--- src/rtl/irq_prio_pkg.sv ---
package irq_prio_pkg;
  // vector low byte of maskable source idx, counting down by two from the top
  function automatic logic [7:0] src_vec_lo(input logic [7:0] top, input int unsigned idx);
    return top - 8'(idx << 1);
  endfunction
endpackage

--- src/rtl/irq_pin_detect.sv ---
module irq_pin_detect (
  input  logic clk_i,
  input  logic rst_ni,
  input  logic pin_n_i,
  input  logic edge_mode_i,
  input  logic enable_i,
  input  logic consume_i,
  output logic active_o
);
  logic prev_q, pend_q;

  always_ff @(posedge clk_i or negedge rst_ni) begin
    if (!rst_ni) begin
      prev_q <= 1'b1;
      pend_q <= 1'b0;
    end else begin
      prev_q <= pin_n_i;
      if (!edge_mode_i)                pend_q <= 1'b0;
      else if (prev_q && !pin_n_i)     pend_q <= 1'b1;
      else if (consume_i)              pend_q <= 1'b0;
    end
  end

  assign active_o = enable_i & (edge_mode_i ? pend_q : ~pin_n_i);
endmodule

--- src/rtl/irq_prio_sel.sv ---
module irq_prio_sel #(
  parameter int unsigned    N_SRC   = 16,
  parameter int unsigned    IDX_W   = 4,
  parameter logic [7:0]     VEC_TOP = 8'hF2
) (
  input  logic [N_SRC-1:0] active_i,
  input  logic [6:0]       promo_i,
  output logic             any_o,
  output logic [IDX_W-1:0] idx_o
);
  import irq_prio_pkg::*;

  logic [N_SRC-1:0] match;

  for (genvar g = 0; g < N_SRC; g++) begin : g_match
    localparam logic [7:0] VL = src_vec_lo(VEC_TOP, g);
    assign match[g] = (VL[7:1] == promo_i);
  end

  logic [N_SRC-1:0] hit;
  assign hit   = match & active_i;
  assign any_o = |active_i;

  always_comb begin
    idx_o = '0;
    for (int k = N_SRC - 1; k >= 0; k--)
      if (active_i[k]) idx_o = IDX_W'(k);
    if (|hit)
      for (int k = 0; k < N_SRC; k++)
        if (hit[k]) idx_o = IDX_W'(k);
  end
endmodule

--- src/rtl/irq_prio_ctrl.sv ---
module irq_prio_ctrl #(
  parameter int unsigned N_SRC    = 16,
  parameter logic [7:0]  VEC_TOP  = 8'hF2,
  parameter logic [7:0]  VEC_XIRQ = 8'hF4,
  parameter logic [7:0]  VEC_HI   = 8'hFF
) (
  input  logic             clk_i,
  input  logic             rst_ni,
  input  logic [N_SRC-2:0] flag_i,
  input  logic [N_SRC-1:0] en_i,
  input  logic             irq_n_i,
  input  logic             irq_edge_i,
  input  logic             xirq_n_i,
  input  logic             i_set_i,
  input  logic             i_clr_i,
  input  logic             x_clr_i,
  input  logic             prio_wr_i,
  input  logic [7:1]       prio_wdata_i,
  output logic             ack_o,
  output logic [15:0]      vec_o,
  output logic             i_mask_o,
  output logic             x_mask_o
);
  import irq_prio_pkg::*;

  localparam int unsigned IDX_W     = (N_SRC > 1) ? $clog2(N_SRC) : 1;
  localparam logic [6:0]  PROMO_RST = VEC_TOP[7:1];

  logic             i_q, x_q, ack_q;
  logic [6:0]       promo_q;
  logic [15:0]      vec_q;
  logic [N_SRC-1:0] active;
  logic             irq_act, any_m;
  logic [IDX_W-1:0] win_idx;
  logic             take_x, take_m, take;

  irq_pin_detect u_pin (
    .clk_i      (clk_i),
    .rst_ni     (rst_ni),
    .pin_n_i    (irq_n_i),
    .edge_mode_i(irq_edge_i),
    .enable_i   (en_i[0]),
    .consume_i  (take_m && (win_idx == '0)),
    .active_o   (irq_act)
  );

  assign active = {flag_i & en_i[N_SRC-1:1], irq_act};

  irq_prio_sel #(.N_SRC(N_SRC), .IDX_W(IDX_W), .VEC_TOP(VEC_TOP)) u_sel (
    .active_i(active),
    .promo_i (promo_q),
    .any_o   (any_m),
    .idx_o   (win_idx)
  );

  assign take_x = ~xirq_n_i & ~x_q;
  assign take_m = any_m & ~i_q & ~take_x;
  assign take   = take_x | take_m;

  always_ff @(posedge clk_i or negedge rst_ni) begin
    if (!rst_ni) begin
      i_q     <= 1'b1;
      x_q     <= 1'b1;
      ack_q   <= 1'b0;
      vec_q   <= '0;
      promo_q <= PROMO_RST;
    end else begin
      ack_q <= take;
      if (take)
        vec_q <= {VEC_HI, take_x ? VEC_XIRQ : src_vec_lo(VEC_TOP, 32'(win_idx))};
      if (take || i_set_i) i_q <= 1'b1;
      else if (i_clr_i)    i_q <= 1'b0;
      if (take_x)          x_q <= 1'b1;
      else if (x_clr_i)    x_q <= 1'b0;
      // promotion select is write-protected while I is clear
      if (prio_wr_i && i_q) promo_q <= prio_wdata_i;
    end
  end

  assign ack_o    = ack_q;
  assign vec_o    = vec_q;
  assign i_mask_o = i_q;
  assign x_mask_o = x_q;
endmodule

--- config.mk ---
export PLATFORM = sky130hd
export DESIGN_NAME = irq_prio_ctrl
export DESIGN_NICKNAME = d
export VERILOG_FILES = /design/src/rtl/irq_prio_pkg.sv /design/src/rtl/irq_pin_detect.sv /design/src/rtl/irq_prio_sel.sv /design/src/rtl/irq_prio_ctrl.sv
export SDC_FILE = /design/constraint.sdc
export NUM_CORES = 1
export LEC_CHECK = 0
export ABC_AREA = 1
export ABC_CLOCK_PERIOD_IN_PS = 5900
export BUFFER_PORTS_ARGS = -buffer_cell sky130_fd_sc_hd__buf_4
export CORE_MARGIN = 5
export CORE_UTILIZATION = 44
export DETAILED_ROUTE_END_ITERATION = 10
export PLACE_DENSITY = 0.83
export SETUP_SLACK_MARGIN = 0.5
export SYNTH_ARGS = -nofsm -noshare
export SYNTH_HDL_FRONTEND = slang
export SYNTH_SLANG_ARGS = --single-unit
--- constraint.sdc ---
create_clock -name clk_i -period 5.9 [get_ports clk_i]
set_input_delay 1.18 -clock clk_i [delete_from_list [all_inputs] [get_ports clk_i]]
set_output_delay 1.18 -clock clk_i [all_outputs]
set_load 0.1 [all_outputs]
* Word level (Yosys, flattened, before mapping)
Cells that the tools add are included. Widths: inputs -> output; s select.
Storage, ports and cells: register bits 21, bits of input ports 47, output and inout port bits 19, logic and storage cells 89
Operators by class: add/sub/neg operators 1, eq/ne operators 17, multiplexer cells 42, bitwise operators 12, reduce and logical (&&, ||, !) cells 10
Operators with widths (number):
- $mux 4 | 33
- $eq 7x7->1 const A | 16
- $reduce_or 16->1 | 2
- $and 16x16->16 | 1
- $and 15x15->15 | 1
- $mux 1 | 8
- $mux 8 | 1
- $sub 5x6->7 const A | 1
- $not 1->1 | 5
- $and 1x1->1 | 4
- $logic_not 4->1 | 1
- $reduce_bool 2->1 | 2
- $logic_and 1x1->1 | 3
- $ne 3x1->1 const B | 1
- $logic_not 1->1 | 1
- $logic_or 1x1->1 | 1
- $or 1x1->1 | 1

* Logic depth before layout (Yosys ltp)
Gate-level depths: netlist of the first run.
depth in word-level cells 39, depth in mapped cells 34, gate-level depth less buffers 34

* Modules after synthesis
A second synthesis of the first run with hierarchy kept.
Second synthesis, totals: cell total of the unflattened synthesis 258, area, all modules 1646.6 µm²
By module, submodules not included:
- irq_prio_ctrl | instances 1, cells an instance 122, area an instance 903.4 µm²
- irq_prio_sel | instances 1, cells an instance 125, area an instance 655.6 µm²
- irq_pin_detect | instances 1, cells an instance 11, area an instance 87.6 µm²

* Worst setup path after synthesis of the first run
Ideal clock, no wire load.
path kind input-to-reg, from input flag_i[14], to register u_pin.pend_q, arrival 2.686 ns, data required time 5.783 ns, setup slack 3.097 ns, stages on the path 34, path buffers 0, path through nand2_2 -> inv_2 -> nand2_1 -> nand2_1 -> nand2_1 -> nand2_1 -> nand2_1 -> nand2_1 -> nand2_1 -> nand2_1 -> nand2_1 -> nand2_1 -> nand2_1 -> nand2_1 -> nand2_1 -> nand2_1 -> nand2_1 -> nand2_1 -> nand2_1 -> nand2_1 -> nand2_1 -> nand2_1 -> nand2_1 -> nand2_1 -> nand2_1 -> nand2_1 -> nand2_1 -> nand2_1 -> nand2_1 -> nand2_1 -> nand2_1 -> nand4_1 -> nand3_1 -> nand2_1
Between the ends: cells in the longest elaborated chain, start to end 37
Ends and longest elaborated chain:
- from (decl) | RTL line irq_prio_ctrl.sv:9 | input logic [N_SRC-2:0] flag_i,
- $and 15x15->15 (*) | RTL line irq_prio_ctrl.sv:47 | assign active = {flag_i & en_i[N_SRC-1:1], irq_act};
- $mux 4 (16 in series) | RTL line irq_prio_sel.sv:27 | if (active_i[k]) idx_o = IDX_W'(k);
- $mux 4 (16 in series) | RTL line irq_prio_sel.sv:30 | if (hit[k]) idx_o = IDX_W'(k);
- $mux 4 | RTL line irq_prio_sel.sv:28 | if (|hit)
- $logic_not 4->1 | RTL line irq_prio_ctrl.sv:43 | .consume_i (take_m && (win_idx == '0)),
- $logic_and 1x1->1 (*) | RTL line irq_prio_ctrl.sv:43
- $ne 3x1->1 (no line) (*)
- to (signal assigned) | RTL line irq_pin_detect.sv:18 | if (!edge_mode_i) pend_q <= 1'b0;
- to (signal assigned) | RTL line irq_pin_detect.sv:19 | else if (prev_q && !pin_n_i) pend_q <= 1'b1;
- to (signal assigned) | RTL line irq_pin_detect.sv:20 | else if (consume_i) pend_q <= 1'b0;
- to (decl) | RTL line irq_pin_detect.sv:10 | logic prev_q, pend_q;
Every way passes the cells marked *; elsewhere a longest branch is shown, timed or not. A chain may end at the register's enable or synchronous reset.

* Worst setup path after layout of the first run
Same ends and word-level chain as after synthesis.

==> impl_metrics.tcl, run 1 <==
set metrics [dict create \
    numCtsBuffers 3 \
    hp-class "flip-flop to flip-flop" \
    leakagePower_nw 1.05 \
    end_kind "flip-flop" \
    cts_hold_buf 0 \
    initial_core_util_pct 46.9 \
    netlist_area_um2 1460 \
    holdPathStages 2 \
    antenna_found_initial 0 \
    timing.rr.start "promo_q[5]" \
    insertion_delay_ns 0.30 \
    grt_pass1_vias 1457 \
    io_pins 66 \
    cp-start-kind "input pin" \
    synth_nets 266 \
    first_iter_violations 92 \
    cts_buffer_depth 2 \
    rsz0062_at_grt "false" \
    final_common_cell "buf_4" \
    route.detailed.drc 0 \
    htree_levels 1 \
    crit_type "input pin to flip-flop" \
    setup_viol 0 \
    ant_nets 0 \
    die_x_um 67.5 \
    yosysWarnings 0 \
    cts.clk_slew.worst_paths_ns 0.11 \
    nets 324 \
    utilization_pct 62.8 \
    root_buffer "clkbuf_4" \
    fin_worst_skew_ns 0.0116 \
    avgSynthCellArea_um2 6.67 \
    r2r_end "vec_o[4]" \
    r2r_slack_ns 3.48 \
    cap_violations 0 \
    dieArea_um2 4560 \
    cp_max_fo 3 \
    max_freq_ghz 0.351 \
    hold_start "vec_o[1]" \
    most-common-layout-cells "buf_4 (64), nand2_1 (51), inv_1 (27)" \
    grt_max_degree 19 \
    status "finished clean" \
    fillers 311 \
    powerDensity_nw_per_um2 219 \
    slowest_delay_ns 0.11 \
    core.rowCount 20 \
    routed_via_density 4.86 \
    synth_cells 218 \
    num_vias 1550 \
    timing.final.hold_violations 0 \
    crit_top_cell "nand2_1" \
    hold_path_end "vec_o[1]" \
    min_period_ns 2.85 \
    antenna_cells 0 \
    finalSetupTns_ns 0 \
    place.gp.congestion 0.938 \
    cts_setup_buffers 0 \
    critPathSlowestCell "buf_4" \
    die_y_um 67.5 \
    wire_per_inst_um 11.6 \
    clkSinkCount 18 \
    r2r_cells 12 \
    hpwl_um 3210 \
    critPathRequiredTime_ns 6.11 \
    core_area_um2 3100 \
    first_pass_iters 4 \
    yosysSeqAreaShare_pct 31.6 \
    area_growth_pct 33.9 \
    tritoncts "built" \
    synth-seq-cells 18 \
    grt-ovfl-total 0 \
    slew_violations 0 \
    drive_gt1_share_pct 40.0 \
    drt-total-wl_um 3690 \
    track_usage_pct 17.6 \
    fin_crit_sh_pct 48.2 \
    cp.arrival_ns 3.05 \
    ctsResizeCount 0 \
    ys_types 34 \
    grt_pass1_wl_um 6150 \
    io_buffers 64 \
    vdd_drop_max_mv 0.157 \
]
## power breakdown
group          total, mW  internal, mW  leakage, nW  switching [mW]
registers          0.156         0.144        0.196          0.0121
clock network     0.0778        0.0377       0.0210          0.0402
logic              0.194        0.0603        0.829           0.133
total              0.427         0.242         1.05           0.185
## worst max-delay path, delay by kind of cell
kind                   cells  cell delay, ns
AND/OR/NAND/NOR           33            1.72
buffers and inverters      2            0.14
## metal layers
layer | global-route usage, % | vias to the layer above | share of wire [%]
li1 | - | 794 | -
met1 | 22.3 | 710 | 41
met2 | 30.0 | 42 | 51
met3 | 3.00 | 4 | 7.1
met4 | 6.08 | 0 | 1.5
met5 | 0 | - | 0
## kinds of logic after synthesis
logic type | synth area share (%)
compound gates | 9.89
xor+xnor | 0.602
fa+ha+maj | 0.860
buf+inv | 15.5
flops | 31.6
mux | 0.774
other cells | 0.258
simple gates | 40.5
## Yosys cell counts (all sizes together)
cell    number  area share (%)
nand2       65              21
inv         39              10
nor2        29             8.0
buf         10             5.2
dfrtp       10              17
a21oi        9             3.4
nand3        9             3.1
dfstp        8              14
nor3         7             2.8
nor4         5             2.1
nand4        4             1.7
o21ai        4             1.4
a31oi        3             1.3
o211ai       3             1.9
o22ai        2            0.86
or4          2             1.3
a22o         1            0.60
clkbuf       1            0.26
conb         1            0.26
ha           1            0.86
mux2         1            0.77
nand3b       1            0.52
o31ai        1            0.52
or2          1            0.43
xor2         1            0.60
## how the worst max path moves through the flow
stage / from / to / slack, ns / cells after the start
3_5_place_dp: flag_i[14] / u_pin.pend_q / 2.75 / 35
6_report: flag_i[14] / u_pin.pend_q / 3.05 / 35
2_1_floorplan: flag_i[14] / u_pin.pend_q / 3.10 / 34
5_1_grt: flag_i[14] / u_pin.pend_q / 2.74 / 35
4_1_cts: flag_i[10] / vec_o[3] / 3.08 / 16
3_3_place_gp: flag_i[14] / u_pin.pend_q / 2.79 / 35
## state kept, by name, summed over array words and instances, names as in the netlist
name          flops
ack_o             1
u_pin.prev_q      1
vec_o             6
i_mask_o          1
promo_q           7
u_pin.pend_q      1
x_mask_o          1
## final cells by class
type	count	area [um^2]	share of cell area (%)
Multi-Input combinational cell	150	769	39.5
Timing Repair Buffer	64	480	24.7
Sequential cell	18	460	23.6
Inverter	39	146	7.51
Tap cell	44	55.1	2.83
Clock buffer	4	36.3	1.86
## through the flow
step	power, mW	instances	worst slack (ns)	hold WS, ns	instance area [um^2]
floorplan	0.292	218	3.10	0.479	1460
global placement	0.348	315	2.79	0.473	1910
detailed placement	0.352	315	2.75	0.481	1910
CTS	0.429	319	3.08	0.509	1950
global route	0.452	319	2.74	0.536	1950
finish	0.427	319	3.05	0.504	1950
Power figures use the tool's default switching activity.
==> run 2, diff against run 1 <==
- ABC_CLOCK_PERIOD_IN_PS: 5900 -> 2360
- CORE_UTILIZATION: 44 -> 42
- clock period: 5.9 -> 2.36 ns (I/O delays scaled with it)
==> run 2 against run 1 <==
Clock skew about the same. Total power rose to 2.8 times the previous value. Worst hold slack lost 0.50 ns. Register-to-register slack worse by 3.4 ns. Core utilization increased by 3.2 points. Clock-buffer cell count stayed put. Die area grew 4.1%. Critical endpoint is now vec_o[4].
==> impl_metrics.tcl, run 2 (synthesis results as in run 1) <==
set metrics [dict create \
    timing.final.hold_violations 0 \
    io_buffers 64 \
    final_common_cell "buf_4" \
    dpl_worst_slack_ns -0.0680 \
    fin_worst_skew_ns 0.0113 \
    grt_pass1_vias 1606 \
    tritoncts "built" \
    drt-total-wl_um 4350 \
    core.rowCount 21 \
    min_period_ns 2.25 \
    cts_buffer_depth 2 \
    vdd_drop_max_mv 0.441 \
    rsz0062_at_grt "true" \
    dieArea_um2 4740 \
    route.detailed.drc 0 \
    final_cell_area_um2 2200 \
    fin_crit_sh_pct 95.4 \
    largest_reg_flops 7 \
    core_area_um2 3340 \
    track_usage_pct 17.7 \
    cap_violations 0 \
    antenna_found_initial 0 \
    cp-startpoint "promo_q[6]" \
    wire_per_inst_um 13.0 \
    max_freq_ghz 0.444 \
    regMostFlops "promo_q" \
    nets 339 \
    hpwl_um 3260 \
    crit_type "flip-flop to flip-flop" \
    grt_max_degree 19 \
    cp.arrival_ns 2.46 \
    io_pins 66 \
    cts.clk_slew.worst_paths_ns 0.12 \
    cts_hold_buf 0 \
    slew_violations 0 \
    clkSinkCount 18 \
    timing.rr.start "promo_q[6]" \
    num_vias 1667 \
    ant_nets 0 \
    status "finished clean" \
    die_y_um 68.9 \
    routed_via_density 4.96 \
    hp-class "input pin to async pin" \
    root_buffer "clkbuf_4" \
    most-common-layout-cells "buf_4 (73), nand2_1 (48), nor2_1 (24), inv_1 (24), inv_2 (15)" \
    critPathRequiredTime_ns 2.57 \
    insertion_delay_ns 0.31 \
    drive_gt1_share_pct 50.0 \
    report.power.total_mw 1.18 \
    powerDensity_nw_per_um2 534 \
    initial_core_util_pct 43.6 \
    area_growth_pct 51.3 \
    setup_viol 0 \
    antenna_cells 0 \
    cp_max_fo 3 \
    grt_pass1_wl_um 6400 \
    leakagePower_nw 1.14 \
    die_x_um 68.9 \
    setup_slack_ns 0.109 \
    htree_levels 1 \
    finalSetupTns_ns 0 \
    first_iter_violations 68 \
    grt-ovfl-total 0 \
    place.gp.congestion 0.872 \
    cp-start-kind "flip-flop" \
    place_area_um2 1970 \
    end_kind "flip-flop" \
    first_pass_iters 5 \
    numCtsBuffers 3 \
]
-- run 2: changes by cell type in the layout (fill, tap and decap cells not counted), sizes merged --
cell,previous run,this run
buf,64,79
-- run 2: per-layer routing --
metal	vias to the layer above	track usage, %	share of wire, %
met2	55	31.5	54
li1	827	-	-
met3	5	2.59	6.4
met5	-	0	0
met1	780	20.6	38
met4	0	8.27	1.5
-- run 2: final cells by class --
cell class / instances / area (um^2)
multi-input cells: 150 / 883
inverters: 39 / 146
well taps: 46 / 57.6
repair buffers: 79 / 616
fillers: 295 / 1130
flip-flops and latches: 18 / 463
clock buffers: 4 / 36.3
-- run 2: worst paths after layout --
path	end	slack, ns	cells past startpoint
setup / recovery	vec_o[4]	0.11	12
hold / removal	promo_q[1]	0.004	1
setup reg to reg	vec_o[4]	0.11	12
hold reg to reg	x_mask_o	0.49	2
max in group asynchronous	x_mask_o	2.08	1
min in group clk_i	i_mask_o	0.27	2
-- run 2: report_power, final --
| part | internal (mW) | total, mW | switching [mW] |
|---|---|---|---|
| Clock | 0.0944 | 0.203 | 0.108 |
| Sequential | 0.361 | 0.395 | 0.0342 |
| Combinational | 0.202 | 0.578 | 0.376 |
| Total | 0.657 | 1.18 | 0.518 |
-- run 2: what timing repair did --
item	CTS	global route
endpoints found under the setup margin	6	9
pin swaps	4	9
resized for setup	3	21
buffers inserted	7	6
-- run 2: stage by stage --
| step | hold WS (ns) | utilization (%) | instances |
|---|---|---|---|
| after floorplan | 0.176 | - | 218 |
| after global placement | 0.353 | 59.0 | 319 |
| after detailed placement | 0.356 | 59.0 | 319 |
| after CTS | 0.0129 | 62.2 | 330 |
| after global routing | 0.0264 | 66.0 | 336 |
| final | 0.00411 | 66.0 | 336 |
-- run 2: critical path, cell delays in order (launching register included) --
cell	delay, ns
dfstp_2	0.58
inv_2	0.05
nor3_2	0.17
inv_2	0.07
or4_4	0.43
nand2_2	0.09
o211ai_1	0.10
nand3_1	0.11
inv_2	0.07
ha_4	0.15
xor2_1	0.15
o22ai_1	0.13
inv_1	0.05
